===== config.mk =====
export PLATFORM = sky130hd
export DESIGN_NAME = i2c_scl_timing
export DESIGN_NICKNAME = d
export VERILOG_FILES = /design/src/rtl/i2c_tgen_pkg.sv /design/src/rtl/i2c_tgen_sync.sv /design/src/rtl/i2c_tgen_presc.sv /design/src/rtl/i2c_tgen_lowwd.sv /design/src/rtl/i2c_tgen_seq.sv /design/src/rtl/i2c_scl_timing.sv
export SDC_FILE = /design/constraint.sdc
export NUM_CORES = 1
export LEC_CHECK = 0
export ABC_AREA = 1
export BUFFER_PORTS_ARGS = -buffer_cell sky130_fd_sc_hd__buf_2
export CORE_ASPECT_RATIO = 0.6
export CORE_MARGIN = 3
export CORE_UTILIZATION = 58
export CTS_CLUSTER_SIZE = 20
export DETAILED_ROUTE_END_ITERATION = 8
export GPL_ROUTABILITY_DRIVEN = 0
export PLACE_DENSITY = 0.83
export SYNTH_ARGS = -nofsm -noshare
export SYNTH_HDL_FRONTEND = slang
export SYNTH_SLANG_ARGS = --single-unit
export TNS_END_PERCENT = 5

===== constraint.sdc =====
create_clock -name clk -period 2 [get_ports clk]
set_input_delay 0.1 -clock clk [delete_from_list [all_inputs] [get_ports clk]]
set_output_delay 0.1 -clock clk [all_outputs]
set_load 0.02 [all_outputs]

===== src/rtl/i2c_tgen_pkg.sv =====
// Shared types of the SCL timing generator: command codes and sequencer states.
package i2c_tgen_pkg;
    typedef enum logic [1:0] {
        CMD_NONE  = 2'b00,
        CMD_START = 2'b01,
        CMD_STOP  = 2'b10,
        CMD_BIT   = 2'b11
    } tg_cmd_e;

    typedef enum logic [2:0] {
        ST_IDLE, ST_OWN, ST_LOW, ST_HIGH, ST_SETUP, ST_HOLD
    } tg_state_e;
endpackage


===== src/rtl/i2c_tgen_sync.sv =====
// Multi-stage synchroniser for the returned bus lines.
// Assumes idle lines are high, so every stage resets to 1.
module i2c_tgen_sync #(
    parameter int W      = 2,
    parameter int STAGES = 2
) (
    input  logic         clk,
    input  logic         rst_n,
    input  logic [W-1:0] d,
    output logic [W-1:0] q
);
    logic [W-1:0] stg [STAGES];

    // first stage captures the asynchronous lines
    always_ff @(posedge clk) begin
        if (!rst_n) stg[0] <= '1;
        else        stg[0] <= d;
    end

    for (genvar i = 1; i < STAGES; i++) begin : g_stage
        // later stages shift the captured value along
        always_ff @(posedge clk) begin
            if (!rst_n) stg[i] <= '1;
            else        stg[i] <= stg[i-1];
        end
    end

    assign q = stg[STAGES-1];
endmodule


===== src/rtl/i2c_tgen_presc.sv =====
// Power-of-two prescaler: tick is high one clock in every 2^exp.
// Assumes clr is held while no phase is running, so the tick train
// restarts from the edge that starts a command.
module i2c_tgen_presc #(
    parameter int PW = 3
) (
    input  logic          clk,
    input  logic          rst_n,
    input  logic          clr,
    input  logic [PW-1:0] exp_i,
    output logic          tick
);
    localparam int PCW = (1 << PW) - 1;

    logic [PCW-1:0] pc;
    logic [PCW-1:0] wrap;

    // terminal count for the selected exponent
    always_comb wrap = ~({PCW{1'b1}} << exp_i);

    assign tick = !clr && (pc == wrap);

    // divide counter, cleared while idle
    always_ff @(posedge clk) begin
        if (!rst_n || clr) pc <= '0;
        else if (tick)     pc <= '0;
        else               pc <= pc + 1'b1;
    end
endmodule


===== src/rtl/i2c_tgen_lowwd.sv =====
// Pin-low timeout: counts functional clocks with either line low and
// pulses once when the run exceeds limit * 2^exp clocks.
// Assumes the line inputs are already synchronised.
module i2c_tgen_lowwd #(
    parameter int TW = 12,
    parameter int PW = 3
) (
    input  logic          clk,
    input  logic          rst_n,
    input  logic          en,
    input  logic [PW-1:0] exp_i,
    input  logic [TW-1:0] limit,
    input  logic          scl_hi,
    input  logic          sda_hi,
    output logic          stb
);
    localparam int KW = TW + (1 << PW) - 1;

    logic [KW-1:0] run;
    logic [KW-1:0] lim_cyc;
    logic          lo;

    assign lo = !scl_hi || !sda_hi;

    // limit scaled to functional clocks
    always_comb lim_cyc = KW'(limit) << exp_i;

    // saturating low-run counter and one-shot strobe
    always_ff @(posedge clk) begin
        if (!rst_n || !en) begin
            run <= '0;
            stb <= 1'b0;
        end else begin
            stb <= lo && (limit != '0) && (run == lim_cyc);
            if (!lo)             run <= '0;
            else if (run != '1)  run <= run + 1'b1;
        end
    end
endmodule


===== src/rtl/i2c_tgen_seq.sv =====
// Phase sequencer: walks low, high, setup and hold phases in prescaled
// ticks and drives the SCL pull and the registered strobes.
// Assumes counts are stable while enabled and t_dv <= t_low.
module i2c_tgen_seq
    import i2c_tgen_pkg::*;
#(
    parameter int CW = 6
) (
    input  logic          clk,
    input  logic          rst_n,
    input  logic          en,
    input  logic          tick,
    input  logic          scl_hi,
    input  logic          sda_hi,
    input  logic [CW-1:0] t_high,
    input  logic [CW-1:0] t_low,
    input  logic [CW-1:0] t_sh,
    input  logic [CW-1:0] t_dv,
    input  logic          req,
    input  logic [1:0]    req_cmd,
    output logic          ready,
    output logic          parked,
    output logic          scl_pull,
    output logic          dv_stb,
    output logic          edge_stb,
    output logic          samp_stb,
    output logic          samp_bit,
    output logic          done_stb
);
    tg_state_e     st;
    tg_cmd_e       cmd_q;
    tg_cmd_e       cmd_in;
    logic [CW-1:0] cnt;

    assign cmd_in = tg_cmd_e'(req_cmd);
    assign parked = (st == ST_IDLE) || (st == ST_OWN);
    assign ready  = en && parked;

    // phase state machine with tick-based phase counter
    always_ff @(posedge clk) begin
        if (!rst_n || !en) begin
            st       <= ST_IDLE;
            cmd_q    <= CMD_NONE;
            cnt      <= '0;
            scl_pull <= 1'b0;
            dv_stb   <= 1'b0;
            edge_stb <= 1'b0;
            samp_stb <= 1'b0;
            samp_bit <= 1'b1;
            done_stb <= 1'b0;
        end else begin
            dv_stb   <= 1'b0;
            edge_stb <= 1'b0;
            samp_stb <= 1'b0;
            done_stb <= 1'b0;
            case (st)
                ST_IDLE: if (req && cmd_in == CMD_START) begin
                    cmd_q <= CMD_START;
                    cnt   <= '0;
                    st    <= ST_SETUP;
                end
                ST_OWN: if (req && cmd_in != CMD_NONE) begin
                    cmd_q <= cmd_in;
                    cnt   <= '0;
                    st    <= ST_LOW;
                end
                ST_LOW: if (tick) begin
                    if (cnt == t_dv) dv_stb <= 1'b1;
                    if (cnt == t_low) begin
                        cnt      <= '0;
                        scl_pull <= 1'b0;
                        st       <= (cmd_q == CMD_BIT) ? ST_HIGH : ST_SETUP;
                    end else begin
                        cnt <= cnt + 1'b1;
                    end
                end
                ST_HIGH: if (tick && scl_hi) begin
                    if (cnt == t_high) begin
                        samp_stb <= 1'b1;
                        samp_bit <= sda_hi;
                        done_stb <= 1'b1;
                        scl_pull <= 1'b1;
                        st       <= ST_OWN;
                    end else begin
                        cnt <= cnt + 1'b1;
                    end
                end
                ST_SETUP: if (tick && scl_hi) begin
                    if (cnt == t_sh) begin
                        edge_stb <= 1'b1;
                        cnt      <= '0;
                        st       <= ST_HOLD;
                    end else begin
                        cnt <= cnt + 1'b1;
                    end
                end
                ST_HOLD: if (tick) begin
                    if (cnt == t_sh) begin
                        done_stb <= 1'b1;
                        if (cmd_q == CMD_START) begin
                            scl_pull <= 1'b1;
                            st       <= ST_OWN;
                        end else begin
                            st       <= ST_IDLE;
                        end
                    end else begin
                        cnt <= cnt + 1'b1;
                    end
                end
                default: st <= ST_IDLE;
            endcase
        end
    end
endmodule


===== src/rtl/i2c_scl_timing.sv =====
// SCL bit-timing generator top: synchroniser, prescaler, phase
// sequencer and pin-low timeout. Assumes an open-drain SCL where
// scl_pull=1 drives low, and timing inputs changed only with en low.
module i2c_scl_timing #(
    parameter int PW = 3,
    parameter int CW = 6,
    parameter int TW = 12
) (
    input  logic          clk,
    input  logic          rst_n,
    input  logic          en,
    input  logic [PW-1:0] presc_exp,
    input  logic [CW-1:0] t_high,
    input  logic [CW-1:0] t_low,
    input  logic [CW-1:0] t_sh,
    input  logic [CW-1:0] t_dv,
    input  logic [TW-1:0] plt_limit,
    input  logic          req,
    input  logic [1:0]    req_cmd,
    output logic          req_ready,
    input  logic          scl_in,
    input  logic          sda_in,
    output logic          scl_pull,
    output logic          dv_stb,
    output logic          edge_stb,
    output logic          samp_stb,
    output logic          samp_bit,
    output logic          done_stb,
    output logic          plt_stb
);
    logic [1:0] lines;
    logic       tick;
    logic       parked;

    i2c_tgen_sync #(.W(2), .STAGES(2)) u_sync (
        .clk(clk), .rst_n(rst_n), .d({scl_in, sda_in}), .q(lines)
    );

    i2c_tgen_presc #(.PW(PW)) u_presc (
        .clk(clk), .rst_n(rst_n), .clr(parked || !en),
        .exp_i(presc_exp), .tick(tick)
    );

    i2c_tgen_seq #(.CW(CW)) u_seq (
        .clk(clk), .rst_n(rst_n), .en(en), .tick(tick),
        .scl_hi(lines[1]), .sda_hi(lines[0]),
        .t_high(t_high), .t_low(t_low), .t_sh(t_sh), .t_dv(t_dv),
        .req(req), .req_cmd(req_cmd), .ready(req_ready), .parked(parked),
        .scl_pull(scl_pull), .dv_stb(dv_stb), .edge_stb(edge_stb),
        .samp_stb(samp_stb), .samp_bit(samp_bit), .done_stb(done_stb)
    );

    i2c_tgen_lowwd #(.TW(TW), .PW(PW)) u_lowwd (
        .clk(clk), .rst_n(rst_n), .en(en), .exp_i(presc_exp),
        .limit(plt_limit), .scl_hi(lines[1]), .sda_hi(lines[0]),
        .stb(plt_stb)
    );
endmodule


==> results of run 1 <==
==> worst min-delay path, cell delays in order <==
cell and delay (ns):
buf_2 0.09, nor3_1 0.05, nor3_1 0.11
==> how the worst min path moves through the flow <==
stage	endpoint
6_report	u_seq.cmd_q[0]
5_1_grt	u_seq.cmd_q[0]
4_1_cts	u_seq.cmd_q[0]
3_5_place_dp	u_sync.stg[0][0]
3_3_place_gp	u_sync.stg[0][1]
2_1_floorplan	u_sync.stg[0][0]
==> flip-flops by register name (all words and copies together) (netlist names) <==
name,count
u_seq.dv_stb,1
u_seq.scl_pull,1
u_seq.done_stb,1
u_lowwd.run,19
u_seq.cnt,6
u_presc.pc,7
u_sync.stg,4
u_seq.edge_stb,1
u_seq.samp_stb,1
u_seq.st,3
u_lowwd.stb,1
u_seq.samp_bit,1
u_seq.cmd_q,2
==> kinds of logic after synthesis <==
kind of cell    Yosys count  synth area share
compound gates           64            0.0952
xor+xnor                 28            0.0664
fa+ha+maj                 6            0.0203
buf+inv                  96             0.105
flops                    48             0.260
simple gates            386             0.453
==> layer usage <==
layer	wire length, um	track usage	share of wire	up-vias
met5	0	0	0	-
met4	115	0.0598	0.011	0
met3	1290	0.0584	0.12	20
met2	4360	0.424	0.40	241
met1	5010	0.449	0.47	1887
li1	-	-	-	2128
==> power by group through the flow <==
stage	registers (mW)	logic, mW	clock network [mW]
3_3_place_gp	1.02	0.526	0
6_report	0.999	0.588	0.733
5_1_grt	1.00	0.655	0.788
4_1_cts	0.999	0.549	0.732
2_1_floorplan	1.02	0.378	0
3_5_place_dp	1.02	0.541	0
==> repair_timing <==
| item | 4_1_cts | 5_1_grt |
|---|---|---|
| setup endpoints to repair | 6 | 20 |
| gates resized for setup | 1 | 16 |
| endpoints found under the hold margin | 3 | 0 |
| cloned | 0 | 1 |
| setup buffers | 0 | 3 |
| hold buffers | 3 | 0 |
| pin swaps | 1 | 4 |
==> stage by stage <==
step	cell area [um2]	hold WS, ns	worst slack [ns]	setup TNS [ns]
after detailed placement	4120	0.281	0.0152	0
after floorplan	3690	0.169	0.249	0
after CTS	4260	0.0634	0.0323	0
after global routing	4340	0.124	-0.0411	-0.300
final	4340	0.0665	0.0647	0
after global placement	4120	0.271	0.151	0
==> layout make-up <==
type,instances,area [um2],share of cell area
clock buffers,5,68.8,0.0159
clock inverters,3,42.5,0.00980
inverters,82,317,0.0730
multi-input cells,484,2380,0.549
flip-flops and latches,48,973,0.224
well taps,80,100,0.0231
repair buffers,77,450,0.104
repair inverters,1,5.00,0.00115
==> synth_stat cells (all sizes together), types with 4 or more instances <==
cell type  number  share of area
a21oi          24          0.034
buf             9          0.015
clkbuf          5         0.0058
dfxtp          48           0.26
ha              6          0.020
inv            81          0.082
nand2         209           0.21
nand3          59          0.087
nand4          10          0.019
nor2           84          0.089
nor3           14          0.022
nor4            4          0.011
o211ai          4         0.0081
o21ai          28          0.038
xnor2           4         0.0095
xor2           24          0.057
==> run metrics, run 1 <==
slowest stage delay, CP=0.37 ns; HP Class=input pin to flip-flop; Final nets=752; Levels on crit path=10; cell chain of the critical path=inv_1, nand2_1, a21oi_1, nand3_1, nand2_1, inv_1, nor2_1, nand3_2, nor2_1, nor2_1; CP max stage cell=dfxtp_1; final setup violation count=0; Seq pwr share=0.431; Seq cells post-synth=48; DP HPWL=8410 um; Tot Pwr=2.32 mW; sequential fraction of the synthesis area=0.260; critical path class=flip-flop to flip-flop; hold path depth=3; Die ar.=7390 um2; crit path from=u_seq.cnt[3]; Max Cap Viol=0; pin slew with the least headroom to its limit=0.480 ns; antenna violations before repair=0; Filler Cell Count=505; ys async rst share=0; worst path bufs/invs=2; clk sinks=48; vias in the first global route=3,584; Unique masters post-synth=38; Initial Utilization=0.630; Slew headroom=0.678; CP Capture Point=u_seq.st[0]; Power Density=535 nW/um2; post-detailed-route DRC marker count=0; internal power=1.56 mW; IO Count=55; root buf cell=clkbuf_8; row count=21; RSZ-0062 raised after global routing=yes; commonest non-fill, non-tap cell in the layout=nand2_1; CTS tree=yes; Worst-path clk slew=0.10 ns; post-DR vias/cell=5.48; Synth Cell Area=3690 um2; Worst-Skew Late Latency=0.32 ns; Post-Syn Nets=681; placed cell count=765; post-layout util=0.741; EDFF count, synth=0; Net Sw Frac=0.327; crit-path most repeated cell=nor2_1; flop-to-flop setup slack=0.06 ns; NetSw=0.758 mW; Worst Path Arrival=2.16 ns; H-tree depth=2; CTS buffer count=5; fin crit share=0.968; WP data required=2.23 ns; global-route wire length before repair=16,900 um; Lkg Pwr=2.13 nW; f_max=517 MHz; DR iter-0 viols=512; die height=67.8 um; Worst Setup End Kind=flip-flop; # diodes=0; Warnings, synthesis=0; All-Layer GR Usage=0.294; Fin. Hold Viols=0; core footprint=5860 um2; Pre-antenna DRT Iters=8; IO buf count=54; largest net degree at the start of global routing=22; clock network power share=0.316; via count=4,276; layout cells sized above 1=0.160; post-DR wirelength/cell=13.8 um; Worst Setup Start Kind=flip-flop; Register-to-Register Path Depth=10; Synth Flop Type=dfxtp_1; Mapped Cells=628; Max Slew Vio Count=0; synthesized area per cell=5.88 um2; CP Max Fanout=6; area grow syn2layout=17.5%; fin cells=780; Hold Path Origin=req_cmd[0]; FF-to-FF End=u_seq.st[0]; worst r2r src=u_seq.cnt[3]; Routed Wire Length=10,800 um; width of the die=109 um; Top delay family on crit path=simple AND/OR/NAND/NOR gates; Final ANT Viol Nets=0; run status=finished, final reports clean; Period minus WS final=1.94 ns; clock skew=0.0109 ns; global route overflow=0; peak supply drop=0.000482 V; Max clock buf depth=2; most frequent cells in the layout=nand2_1 (206), nor2_1 (80), inv_1 (76); Gate power share=0.253
Power figures use the tool's default switching activity.
==> run 2: changes to the inputs <==
- PLACE_DENSITY: 0.83 -> not set
- PLACE_DENSITY_LB_ADDON: not set -> 0.12
- clock period: 2 -> 2.1 ns (I/O delays scaled with it)
==> run 2 against run 1 <==
  * Combinational power shrank 8.8%
  * Critical path depth shrank 4
  * Setup slack gained 0.034 ns
==> run metrics, run 2 (same netlist as run 1, synthesis figures left out) <==
run status=finished, final reports clean; die height=67.8 um (unchanged); top layer in use=met4; Reg area=963 um2 (-1.0%); pin slew with the least headroom to its limit=0.498 ns (+0.0176 ns); layout cells sized above 1=0.140 (-0.0198); Initial Utilization=0.630 (unchanged); global-route wire length before repair=16,900 um (+0.12%); Worst Path Arrival=2.18 ns (+0.02 ns); clk sinks=48 (unchanged); metal1 wirelength=5000 um (-0.38%); Hold Path Origin=rst_n; worst r2r src=u_lowwd.run[5]; Worst Setup End Kind=flip-flop; RSZ-0062 raised after global routing=yes; vias in the first global route=3,577 (-0.20%); IO Count=55 (unchanged); All-Layer GR Usage=0.287 (-0.00638); Filler Cell Count=518 (+2.6%); DP HPWL=8120 um (-3.5%); setup TNS=0 ns (unchanged); Period minus WS final=2.00 ns (+0.0663 ns); root buf cell=clkbuf_8; IO buf count=54 (unchanged); area grow syn2layout=14.5%; WP data required=2.28 ns (+0.05 ns); f_max=500 MHz (-3.3%); DR iter-0 viols=390 (-24%); multi-input logic area=2350 um2 (-1.4%); final setup violation count=0 (unchanged); Worst Setup Start Kind=flip-flop; CP Max Fanout=4 (-2); commonest non-fill, non-tap cell in the layout=nand2_1; Die ar.=7390 um2 (unchanged); # diodes=0 (unchanged); fin cells=772 (-1.0%); critical path class=flip-flop to flip-flop; Lkg Pwr=2.10 nW (-1.6%); placed cell count=762 (-0.39%); hold endpoint=u_sync.stg[1][1]; row count=21 (unchanged); post-DR wirelength/cell=13.2 um (-4.4%); FF-to-FF End=u_lowwd.run[17]; flop-to-flop setup slack=0.1 ns (+0.03 ns); Register-to-Register Path Depth=6 (-4); via count=4,192 (-2.0%); post-detailed-route DRC marker count=0 (unchanged); most frequent cells in the layout=nand2_1 (207), nor2_1 (81), inv_1 (78); clock skew=0.00788 ns (-0.00302 ns); Power Density=511 nW/um2 (-4.4%); Routed Wire Length=10,200 um (-5.4%); fin crit share=0.953 (-0.0145); Routed met3 length=1260 um (-2.0%); H-tree depth=2 (unchanged); Max clock buf depth=2 (unchanged); core footprint=5860 um2 (unchanged); biggest regs=u_lowwd.run (19), u_presc.pc (7), u_seq.cnt (6); antenna violations before repair=0 (unchanged); Tot Pwr=2.16 mW (-6.8%); Final nets=744 (-1.1%); Most flops, register=u_lowwd.run; CTS tree=yes; Slew headroom=0.666 (-0.0129); largest net degree at the start of global routing=22 (unchanged); Post-CTS Setup Bufs=0 (unchanged); HP Class=input pin to flip-flop; hold path depth=2 (-1); Worst-path clk slew=0.09 ns (about the same); met2 WL=3900 um (-10%); peak supply drop=0.000334 V (-31%); Worst-Skew Late Latency=0.30 ns (-0.02 ns); CTS buffer count=5 (unchanged); global route overflow=0 (unchanged); Pre-antenna DRT Iters=6 (-2); Max Cap Viol=0 (unchanged); Largest register FFs=19 (unchanged); post-DR vias/cell=5.43 (-0.95%); Final ANT Viol Nets=0 (unchanged); Fin. Hold Viols=0 (unchanged); Max Slew Vio Count=0 (unchanged); width of the die=109 um (unchanged)
## run 2: area by class of cell
class / instances / area share
Multi-Input combinational cell: 484 / 0.556
Sequential cell: 48 / 0.228
Timing Repair Buffer: 70 / 0.0935
Inverter: 82 / 0.0740
Tap cell: 80 / 0.0237
Clock buffer: 6 / 0.0172
Clock inverter: 2 / 0.00828
## run 2: report_power, final
group	total (mW)	internal [mW]	switching, mW	leakage (nW)
Sequential	0.948	0.931	0.0177	0.389
Combinational	0.536	0.192	0.344	1.65
Clock	0.677	0.354	0.323	0.0552
## run 2: routing by layer
layer	track usage	vias up
li1	-	2119
met2	0.417	210
met3	0.0650	10
met4	0.0220	0
met5	0	-
met1	0.446	1853
## run 2: worst max path at each step
stage / start / to / slack [ns] / cells past startpoint
6_report: u_lowwd.run[5] / u_lowwd.run[17] / 0.1 / 6
3_3_place_gp: u_lowwd.run[3] / u_lowwd.run[17] / 0.15 / 6
2_1_floorplan: u_seq.st[2] / u_seq.cnt[1] / 0.35 / 14
4_1_cts: u_seq.st[1] / u_seq.cnt[3] / 0.06 / 14
3_5_place_dp: u_seq.st[1] / u_seq.cnt[3] / 0.11 / 14
5_1_grt: u_seq.st[1] / u_seq.st[1] / -0.09 / 13
## run 2: timing repair
item / in CTS / in global routing
hold endpoints to repair: 2 / 0
setup endpoints to repair: 0 / 14
hold buffers: 2 / 0
resized for setup: 0 / 3
## run 2: per-stage QoR
step	utilization	cell area (um2)	hold WS (ns)	setup WS [ns]
floorplan	-	3690	0.174	0.349
global placement	0.698	4090	0.278	0.151
detailed placement	0.698	4090	0.280	0.109
CTS	0.720	4220	0.0212	0.0608
global route	0.722	4230	0.0275	-0.0866
finish	0.722	4230	0.0203	0.0984
## run 2: critical path, cell delays in order, from the launching register on
cell and delay [ns]:
dfxtp_1 0.44, inv_1 0.10, nor3_1 0.45, nand3_1 0.26, nor4_2 0.35, xor2_1 0.19
a21oi_1 0.08
